$ cat config.mk
export PLATFORM = sky130hd
export DESIGN_NAME = spi_hold_master
export DESIGN_NICKNAME = d
export VERILOG_FILES = /design/src/rtl/spi_hold_pkg.sv /design/src/rtl/spi_hold_rate.sv /design/src/rtl/spi_hold_engine.sv /design/src/rtl/spi_hold_seldrv.sv /design/src/rtl/spi_hold_master.sv
export SDC_FILE = /design/constraint.sdc
export NUM_CORES = 1
export LEC_CHECK = 0
export BUFFER_PORTS_ARGS = -buffer_cell sky130_fd_sc_hd__buf_2
export CAP_MARGIN = 20
export CORE_MARGIN = 2
export CORE_UTILIZATION = 45
export CTS_BUF_LIST = sky130_fd_sc_hd__clkbuf_4 sky130_fd_sc_hd__clkbuf_8
export DETAILED_ROUTE_END_ITERATION = 8
export PLACE_DENSITY = 0.66
export SLEW_MARGIN = 30
export SYNTH_ARGS = -nofsm -noshare
export SYNTH_HDL_FRONTEND = slang
export SYNTH_SLANG_ARGS = --single-unit
$ cat constraint.sdc
create_clock -name clk -period 3.26 [get_ports clk]
set_input_delay 0.815 -clock clk [delete_from_list [all_inputs] [get_ports clk]]
set_output_delay 0.815 -clock clk [all_outputs]
set_load 0.02 [all_outputs]
$ cat src/rtl/spi_hold_pkg.sv
package spi_hold_pkg;
   typedef enum logic [1:0] {
      ST_IDLE  = 2'd0,
      ST_GAP   = 2'd1,
      ST_SETUP = 2'd2,
      ST_XFER  = 2'd3
   } spi_st_e;
endpackage

$ cat src/rtl/spi_hold_rate.sv
module spi_hold_rate #(
   parameter int DIV_W   = 3,
   parameter int DIV_MAX = 6
) (
   input  logic             clk,
   input  logic             rst_n,
   input  logic             run,
   input  logic [DIV_W-1:0] div,
   output logic             tick
);
   localparam int CW = DIV_MAX;

   if (DIV_MAX < 1) begin : g_bad_div
      $error("spi_hold_rate: DIV_MAX must be at least 1");
   end

   logic [CW-1:0]    cnt, lim;
   logic [DIV_W-1:0] div_eff;

   // Codes above DIV_MAX are clipped; limit is a run of ones of length div_eff.
   always_comb begin
      div_eff = (int'(div) > DIV_MAX) ? DIV_W'(DIV_MAX) : div;
      for (int i = 0; i < CW; i++) lim[i] = (i < int'(div_eff));
   end

   assign tick = run && (cnt == lim);

   always_ff @(posedge clk or negedge rst_n) begin
      if (!rst_n)            cnt <= '0;
      else if (!run || tick) cnt <= '0;
      else                   cnt <= cnt + 1'b1;
   end
endmodule

$ cat src/rtl/spi_hold_engine.sv
module spi_hold_engine #(
   parameter int DATA_W = 8,
   parameter int EW     = 4
) (
   input  logic              clk,
   input  logic              rst_n,
   input  logic              load,
   input  logic [DATA_W-1:0] tx,
   input  logic              cpha,
   input  logic              step,
   input  logic [EW-1:0]     edge_idx,
   input  logic              miso,
   output logic              mosi,
   output logic [DATA_W-1:0] rx_now
);
   if (DATA_W < 2) begin : g_bad_w
      $error("spi_hold_engine: DATA_W must be at least 2");
   end

   logic [DATA_W-1:0] txs, rxs;
   logic lead, samp, shft;

   // Even edge numbers leave the idle level, odd ones return to it.
   assign lead = ~edge_idx[0];

   if (1) begin : g_phase
      always_comb begin
         if (cpha) begin
            samp = step && !lead;
            shft = step && lead && (edge_idx != '0);
         end else begin
            samp = step && lead;
            shft = step && !lead;
         end
      end
   end

   assign mosi   = txs[DATA_W-1];
   assign rx_now = samp ? {rxs[DATA_W-2:0], miso} : rxs;

   always_ff @(posedge clk or negedge rst_n) begin
      if (!rst_n) begin
         txs <= '0;
         rxs <= '0;
      end else if (load) begin
         txs <= tx;
         rxs <= '0;
      end else begin
         if (shft) txs <= {txs[DATA_W-2:0], 1'b0};
         if (samp) rxs <= {rxs[DATA_W-2:0], miso};
      end
   end

   // launch and capture never fall on the same edge
   a_r4_launch_capture_split: assert property (@(posedge clk) disable iff (!rst_n)
      !(samp && shft));
endmodule

$ cat src/rtl/spi_hold_seldrv.sv
module spi_hold_seldrv #(
   parameter int NUM_SEL = 5,
   parameter int SW      = 3
) (
   input  logic               sel_on,
   input  logic [SW-1:0]      sel_idx,
   output logic [NUM_SEL-1:0] ssel_n
);
   for (genvar g = 0; g < NUM_SEL; g++) begin : g_sel
      assign ssel_n[g] = !(sel_on && (sel_idx == SW'(g)));
   end
endmodule

$ cat src/rtl/spi_hold_master.sv
module spi_hold_master #(
   parameter int DATA_W  = 8,
   parameter int NUM_SEL = 5,
   parameter int DIV_W   = 3,
   parameter int DIV_MAX = 6,
   parameter int SW      = (NUM_SEL > 1) ? $clog2(NUM_SEL) : 1,
   parameter int CNTW    = $clog2(NUM_SEL + 1)
) (
   input  logic               clk,
   input  logic               rst_n,
   input  logic               start_i,
   input  logic [DATA_W-1:0]  tx_data_i,
   input  logic [SW-1:0]      sel_idx_i,
   input  logic [CNTW-1:0]    sel_count_i,
   input  logic               hold_i,
   input  logic               cpol_i,
   input  logic               cpha_i,
   input  logic [DIV_W-1:0]   div_i,
   output logic               busy_o,
   output logic               done_o,
   output logic               err_o,
   output logic [DATA_W-1:0]  rx_data_o,
   output logic               sclk_o,
   output logic               mosi_o,
   input  logic               miso_i,
   output logic [NUM_SEL-1:0] ssel_n_o
);
   import spi_hold_pkg::*;

   localparam int EW        = $clog2(2 * DATA_W);
   localparam int XW        = (SW > CNTW) ? SW : CNTW;
   localparam int LAST_EDGE = 2 * DATA_W - 1;

   if (NUM_SEL < 1 || NUM_SEL > (1 << SW)) begin : g_bad_sel
      $error("spi_hold_master: NUM_SEL does not fit the select index width");
   end

   spi_st_e          st;
   logic             cpol_q, cpha_q, hold_q, ph, sel_on, tick, load, step, idx_ok;
   logic [DIV_W-1:0] div_q;
   logic [SW-1:0]    sel_q;
   logic [EW-1:0]    ecnt;
   logic [CNTW-1:0]  cnt_eff;
   logic [DATA_W-1:0] rx_now;

   assign cnt_eff = (int'(sel_count_i) > NUM_SEL) ? CNTW'(NUM_SEL) : sel_count_i;
   assign idx_ok  = XW'(sel_idx_i) < XW'(cnt_eff);
   assign load    = (st == ST_IDLE) && start_i && idx_ok;
   assign step    = (st == ST_XFER) && tick;
   assign sclk_o  = busy_o ? (cpol_q ^ ph) : cpol_i;

   spi_hold_rate #(.DIV_W(DIV_W), .DIV_MAX(DIV_MAX)) u_rate (
      .clk(clk), .rst_n(rst_n), .run(st != ST_IDLE), .div(div_q), .tick(tick));

   spi_hold_engine #(.DATA_W(DATA_W), .EW(EW)) u_eng (
      .clk(clk), .rst_n(rst_n), .load(load), .tx(tx_data_i), .cpha(cpha_q),
      .step(step), .edge_idx(ecnt), .miso(miso_i), .mosi(mosi_o), .rx_now(rx_now));

   spi_hold_seldrv #(.NUM_SEL(NUM_SEL), .SW(SW)) u_sel (
      .sel_on(sel_on), .sel_idx(sel_q), .ssel_n(ssel_n_o));

   always_ff @(posedge clk or negedge rst_n) begin
      if (!rst_n) begin
         st <= ST_IDLE;   busy_o <= 1'b0; done_o <= 1'b0; err_o <= 1'b0;
         rx_data_o <= '0; cpol_q <= 1'b0; cpha_q <= 1'b0; hold_q <= 1'b0;
         div_q <= '0;     ph <= 1'b0;     ecnt <= '0;     sel_on <= 1'b0;
         sel_q <= '0;
      end else begin
         done_o <= 1'b0;
         err_o  <= 1'b0;
         unique case (st)
            ST_IDLE: begin
               if (start_i && !idx_ok) begin
                  err_o <= 1'b1;
               end else if (start_i) begin
                  cpol_q <= cpol_i; cpha_q <= cpha_i; div_q <= div_i; hold_q <= hold_i;
                  busy_o <= 1'b1;   ph <= 1'b0;       ecnt <= '0;     sel_q <= sel_idx_i;
                  if (sel_on && (sel_q != sel_idx_i)) begin
                     sel_on <= 1'b0;
                     st     <= ST_GAP;
                  end else begin
                     sel_on <= 1'b1;
                     st     <= ST_SETUP;
                  end
               end else if (sel_on && !hold_i) begin
                  sel_on <= 1'b0;
               end
            end
            ST_GAP: if (tick) begin
               if (ecnt == EW'(1)) begin
                  ecnt   <= '0;
                  sel_on <= 1'b1;
                  st     <= ST_SETUP;
               end else begin
                  ecnt <= ecnt + 1'b1;
               end
            end
            ST_SETUP: if (tick) st <= ST_XFER;
            ST_XFER: if (tick) begin
               ph <= ~ph;
               if (ecnt == EW'(LAST_EDGE)) begin
                  st        <= ST_IDLE;
                  busy_o    <= 1'b0;
                  done_o    <= 1'b1;
                  rx_data_o <= rx_now;
                  if (!hold_q) sel_on <= 1'b0;
               end else begin
                  ecnt <= ecnt + 1'b1;
               end
            end
            default: st <= ST_IDLE;
         endcase
      end
   end

   // never more than one select low
   a_r12_single_select: assert property (@(posedge clk) disable iff (!rst_n)
      $onehot0(~ssel_n_o));
   // done is a single-cycle pulse that ends a busy period
   a_r6_done_one_cycle: assert property (@(posedge clk) disable iff (!rst_n)
      done_o |=> !done_o);
   a_r6_done_ends_busy: assert property (@(posedge clk) disable iff (!rst_n)
      done_o |-> ($past(busy_o) && !busy_o));
   // a rejected request leaves the bus idle
   a_r10_err_quiet: assert property (@(posedge clk) disable iff (!rst_n)
      err_o |-> (!busy_o && (&ssel_n_o)));
   // all selects high during the switch gap
   a_r9_gap_all_high: assert property (@(posedge clk) disable iff (!rst_n)
      (st == ST_GAP) |-> (&ssel_n_o));
   // select and mode stay put while bits are moving
   a_r11_xfer_steady: assert property (@(posedge clk) disable iff (!rst_n)
      ((st == ST_XFER) && ($past(st) == ST_XFER)) |-> ($stable(ssel_n_o) && $stable(cpha_q)));
   // clock is at idle level when done rises
   a_r3_idle_at_done: assert property (@(posedge clk) disable iff (!rst_n)
      done_o |-> (ph == 1'b0));
endmodule

After elaboration in Yosys (flattened, before gate mapping)
Index checks and enable logic that the tools add are counted.
{"block": "word_totals", "register_bits": 50, "latchBits": 0, "mem_bits_rw": 0, "romBits": 0, "in_bits": 24, "output_inout_bits": 18, "mem_count": 0}
{"block": "classes", "addsub": 2, "mul": 0, "div_mod_pow": 0, "magnitude_cmp": 9, "eq_ne": 21, "n_shift": 0, "mux": 50, "bitwise_logic": 4, "n_reduce_logical": 38}
{"cell": "2-to-1 mux 8 bit", "count": 4}
{"cell": "2-to-1 mux 1 bit", "count": 24}
{"cell": "2-to-1 mux 4 bit", "count": 6}
{"cell": "2-to-1 mux 2 bit", "count": 8}
{"cell": "!= test 2 bit (second input constant)", "count": 8}
{"cell": "logical AND 1 bit", "count": 15}
{"cell": "one-hot mux 4 bit (3 select lines)", "count": 1}
{"cell": "logical NOT 1 bit", "count": 8}
{"cell": "one-hot mux 2 bit (4 select lines)", "count": 1}
{"cell": "AND reduction 8 bit", "count": 1}
{"cell": "AND reduction 7 bit", "count": 1}
{"cell": "adder 6 x 1 -> 6 bit (second input constant)", "count": 1}
{"cell": "== test 3 x 2 -> 1 bit (second input constant)", "count": 2}
{"cell": "== test 6 bit", "count": 1}
{"cell": "> comparator 3 bit (second input constant)", "count": 2}
{"cell": "< comparator 1 x 3 -> 1 bit (first input constant)", "count": 2}
{"cell": "< comparator 2 x 3 -> 1 bit (first input constant)", "count": 2}
{"cell": "< comparator 3 bit (first input constant)", "count": 2}
{"cell": "2-to-1 mux 3 bit", "count": 2}
{"cell": "2-to-1 mux 6 bit", "count": 1}
{"cell": "AND reduction 3 bit", "count": 2}
{"cell": "AND reduction 6 bit", "count": 1}
{"cell": "nonzero test 2 bit", "count": 3}
{"cell": "AND reduction 5 bit", "count": 1}
{"cell": "other kinds (21)", "count": 25}

Logic depth before layout (Yosys ltp)
{"block": "depth", "ltp_word": 11, "depth_mapped": 10, "depth_no_buf": 9}

By module
From an unflattened synthesis, not the netlist that was laid out.
{"block": "unflattened", "hier_cells": 256, "hier_area_um2": 2791.4}
{"mod": "spi_hold_master", "n_inst": 1, "cells_per_inst": 128, "area_each_um2": 1544.0, "seq_area_each_um2": 700.7}
{"mod": "spi_hold_engine", "n_inst": 1, "cells_per_inst": 78, "area_each_um2": 780.7, "seq_area_each_um2": 400.4}
{"mod": "spi_hold_rate", "n_inst": 1, "cells_per_inst": 45, "area_each_um2": 414.1, "seq_area_each_um2": 150.1}
{"mod": "spi_hold_seldrv", "n_inst": 1, "cells_per_inst": 5, "area_each_um2": 52.6, "seq_area_each_um2": 0.0}

Worst setup path before layout
OpenSTA, ideal clock, no wires.
{"block": "synth_timing", "path_type": "input to register", "from": "in sel_count_i[2]", "to": "reg cpol_q", "setup_ps": 125, "arrival_ps": 2682, "t_required_ps": 3135, "path_slack_ps": 453, "cell_stages": 9, "path_buffers": 2, "cell_sequence": "inv_1 -> nand2_1 -> ha_1 -> or3_1 -> o22ai_1 -> and3_1 -> clkbuf_1 -> buf_2 -> mux2_2"}
{"block": "synth_between", "elab_chain_cells": 7}
{"element": "from (decl)", "line_no": "spi_hold_master.sv:14", "text": "input logic [CNTW-1:0] sel_count_i,"}
{"element": "> comparator 3 bit", "line_no": "spi_hold_master.sv:46", "text": "assign cnt_eff = (int'(sel_count_i) > NUM_SEL) ? CNTW'(NUM_SEL) : sel_count_i;"}
{"element": "2-to-1 mux 3 bit (*)", "line_no": "spi_hold_master.sv:46"}
{"element": "< comparator 3 bit (*)", "line_no": "spi_hold_master.sv:47", "text": "assign idx_ok = XW'(sel_idx_i) < XW'(cnt_eff);"}
{"element": "logical NOT 1 bit (*)", "line_no": "spi_hold_master.sv:73", "text": "if (start_i && !idx_ok) begin"}
{"element": "logical AND 1 bit (*)", "line_no": "spi_hold_master.sv:73"}
{"element": "NOT 1 bit (no source line) (*)"}
{"element": "AND reduction 3 bit (no source line) (*)"}
{"element": "to (signal assigned)", "line_no": "spi_hold_master.sv:76", "text": "cpol_q <= cpol_i; cpha_q <= cpha_i; div_q <= div_i; hold_q <= hold_i;"}
{"element": "to (decl)", "line_no": "spi_hold_master.sv:39", "text": "logic cpol_q, cpha_q, hold_q, ph, sel_on, tick, load, step, idx_ok;"}
Every way passes the cells marked *; elsewhere a longest branch is shown, timed or not.
A chain may end at the register's enable or synchronous reset.

Final worst setup path
{"block": "layout_timing", "from": "in sel_count_i[2]", "to": "reg cpha_q"}
{"block": "layout_between", "elab_chain_cells": 7}
{"element": "> comparator 3 bit", "line_no": "spi_hold_master.sv:46"}
{"element": "2-to-1 mux 3 bit (*)", "line_no": "spi_hold_master.sv:46"}
{"element": "< comparator 3 bit (*)", "line_no": "spi_hold_master.sv:47"}
{"element": "logical NOT 1 bit (*)", "line_no": "spi_hold_master.sv:73"}
{"element": "logical AND 1 bit (*)", "line_no": "spi_hold_master.sv:73"}
{"element": "NOT 1 bit (no source line) (*)"}
{"element": "AND reduction 3 bit (no source line) (*)"}
{"element": "to (signal assigned)", "line_no": "spi_hold_master.sv:76"}
{"element": "to (decl)", "line_no": "spi_hold_master.sv:39"}
Marks and branches as above.

==> results.toml <==
[synthesis]
synth_edf_count = 0
synthCells = 259
synth-xor-area-share_pct = 3.21
ys_warn_count = 0
syn_nets = 294
ys_seq_area_share_pct = 45.9
synth_cell_types = 48
synth-async-reset-ratio_pct = 100
synth_mux_area_share_pct = 10.8
synth_top_family_by_area = "simple AND/OR/NAND/NOR gates"
ys_top_cells_by_area = "dfrtp_1, mux2i_1, ha_1"
synth_top_area_cell = "dfrtp_1"
synthSimpleGateAreaFrac_pct = 18.8
synth_compound_area_share_pct = 13.5
yosysTopAreaCellShare_pct = 45.9
ys_ff_latch = 50
synthFlopType = "dfrtp_1"
syn_area_sq_um = 2730
synthAdderAreaFrac_pct = 5.05
syn_avg_cell_area_sq_um = 10.5

[critical_path]
critPathKind = "in2reg"
worst-path-max-fanout = 10
worstSetupEndpointType = "register"
critPathMaxStageDelay_ns = 0.37
crit_path_cell_trace = "buf_2, inv_1, nand2_1, ha_1, or3_1, o22ai_1, and3_1, buf_12, mux2_2"
cp_num_buf_inv = 3
critPathTopFamily = "simple AND/OR/NAND/NOR gates"
start_kind = "primary input"
cp_data_required_time_ns = 3.45
cp.arrival_ns = 2.70
slowest_stage = "and3_1"

[final_layout]
diodes = 0
fillCellCount = 547
areaGrowthSynthToFinish_pct = 14.9
drive_gt1_share_pct = 27.7
fin_nets = 337
layout_commonest_cell = "dfrtp_1"
final_cell_mix = "dfrtp_1, buf_2, nor2_1"

[pwr]
total_power_mw = 2.64
power_density_nw_per_um2 = 842
power_leakage_nw = 1.40
ir_worst_vdd_mv = 0.468

[grt]
grt_pass1_vias = 1871
gr-total-overflow = 0
track_usage_pct = 17.2
grt_pass1_wl_microns = 8780
antenna_found_initial = 0
grt_start_max_net_pins = 26

[clock_network]
clk_path_buf_depth = 2
clock_latency_ns = 0.31
cts_sinks = 50
cts_resized = 0
cts_inserted_buffers = 5
htreeDepth = 2
post_cts_buffers = 0
clk_pin_slew_ns = 0.10
cts_tree = "yes"
ctsRootBufferMaster = "clkbuf_8"
cts_hold_buf = 0

[floorplanning]
initial_core_util_pct = 46.3
core-area_sq_um = 5890
ios = 42
rows = 28
die_y_microns = 81.8
fp.dieArea_sq_um = 6690
die_x_microns = 81.8

[sta]
timing.slew.headroom_pct = 45.4
fmax_mhz = 399
setup_viol = 0
slew_violations = 0
finalHoldViolCount = 0
grt_setup_unrepaired = "no"
finClkSkew_ns = 0.00885
worst_slew_pin_slew_ns = 0.816
setup_tns_ns = 0
fin_crit_ns = 2.51
period_share_pct = 76.9

[run_status]
status = "finished clean"

[drt]
via_count = 2011
drc = 0
post_drt_wl_per_cell_microns = 14.1
detail_route.first_pass.iterations = 4
drtIter0Drc = 112
routed_wl_microns = 5320
viasPerCell = 5.32
ant_nets = 0

[run]
maxCapViolations = 0

[min_path]
min_path_type = "in2async"

[placement]
hpwl_microns = 3960
io_buffer_count = 41
place_congestion = 0.834
-- kinds of logic after synthesis --
kind of cell	count (synthesis)
simple gates	95
xor+xnor	10
compound gates	48
buf+inv	17
flops	50
mux	28
fa+ha+maj	11
-- final timing paths --
kind	from	endpoint	slack (ns)	cells after the start
setup reg to reg	div_q[1]	st[0]	0.79	6
hold / removal	rst_n	u_rate.cnt[5]	0.42	1
min in group clk	rx_data_o[5]	rx_data_o[5]	0.54	2
setup / recovery	sel_count_i[2]	cpha_q	0.75	9
hold reg to reg	rx_data_o[5]	rx_data_o[5]	0.54	2
max in group asynchronous	rst_n	u_rate.cnt[1]	2.20	2
-- flip-flops by register name (all words and copies together), names as in the netlist --
| signal | flops |
|---|---|
| sel_q | 3 |
| st | 2 |
| sel_on | 1 |
| cpha_q | 1 |
| ph | 1 |
| busy_o | 1 |
| hold_q | 1 |
| err_o | 1 |
| u_eng.rxs | 8 |
| div_q | 3 |
| ecnt | 4 |
| cpol_q | 1 |
| u_rate.cnt | 6 |
| u_eng.txs | 8 |
| done_o | 1 |
| rx_data_o | 8 |
-- stage by stage --
step           area (sq um)  setup WS, ns  hold WS (ns)  utilization (%)  cells
6_report               3130         0.753         0.417             53.2    378
2_1_floorplan          2730         0.453         0.481                -    259
3_5_place_dp           3030         0.399         0.512             51.6    370
4_1_cts                3130         0.730         0.424             53.2    378
5_1_grt                3130         0.593         0.435             53.2    378
3_3_place_gp           3030         0.477         0.513             51.6    370
-- synthesized netlist by cell type (all sizes together) (2+ instances only) --
cell and count:
nor4 2, o22a 2, clkbuf 3, nor2b 3
or3 2, o31ai 3, nand3b 4, a31oi 2
o22ai 3, xor2 6, inv 8, mux2i 17
buf 6, dfrtp 50, a21oi 12, o31a 2
a21o 4, xnor2 4, and3 2, o21ai 11
mux2 11, or2 2, nand4b 2, nand3 8
ha 11, nand2b 6, nand2 21, nor3b 4
nor2 33, nor3 4
-- worst reg2reg max path, stage by stage (launching register included) --
cell	delay [ns]
dfrtp_1	0.51
mux2_2	0.40
o211ai_2	0.17
o221ai_2	0.23
nor3b_1	0.48
o31a_1	0.23
mux2_2	0.34
-- metal layers --
layer | GRT usage (%) | vias up | wire (microns)
met5 | 0 | - | 0
met4 | 4.50 | 0 | 32
met3 | 4.51 | 2 | 223
met2 | 26.1 | 47 | 2340
met1 | 24.4 | 964 | 2720
li1 | - | 998 | -
-- layout make-up --
cell class,count,area (sq um),area share (%)
Clock buffer,5,68.8,2.20
Multi-Input combinational cell,192,1400,44.7
Inverter,8,30.0,0.959
Sequential cell,50,1250,40.0
Timing Repair Buffer,45,260,8.31
Tap cell,75,93.8,3.00
Clock inverter,3,28.8,0.919
-- where the power goes --
part / switching, mW / internal, mW / leakage [nW] / total [mW]
registers: 0.223 / 0.840 / 0.634 / 1.06
logic: 0.639 / 0.547 / 0.712 / 1.19
clock network: 0.228 / 0.161 / 0.0506 / 0.389
No activity file was read; power rests on OpenSTA's default activity.
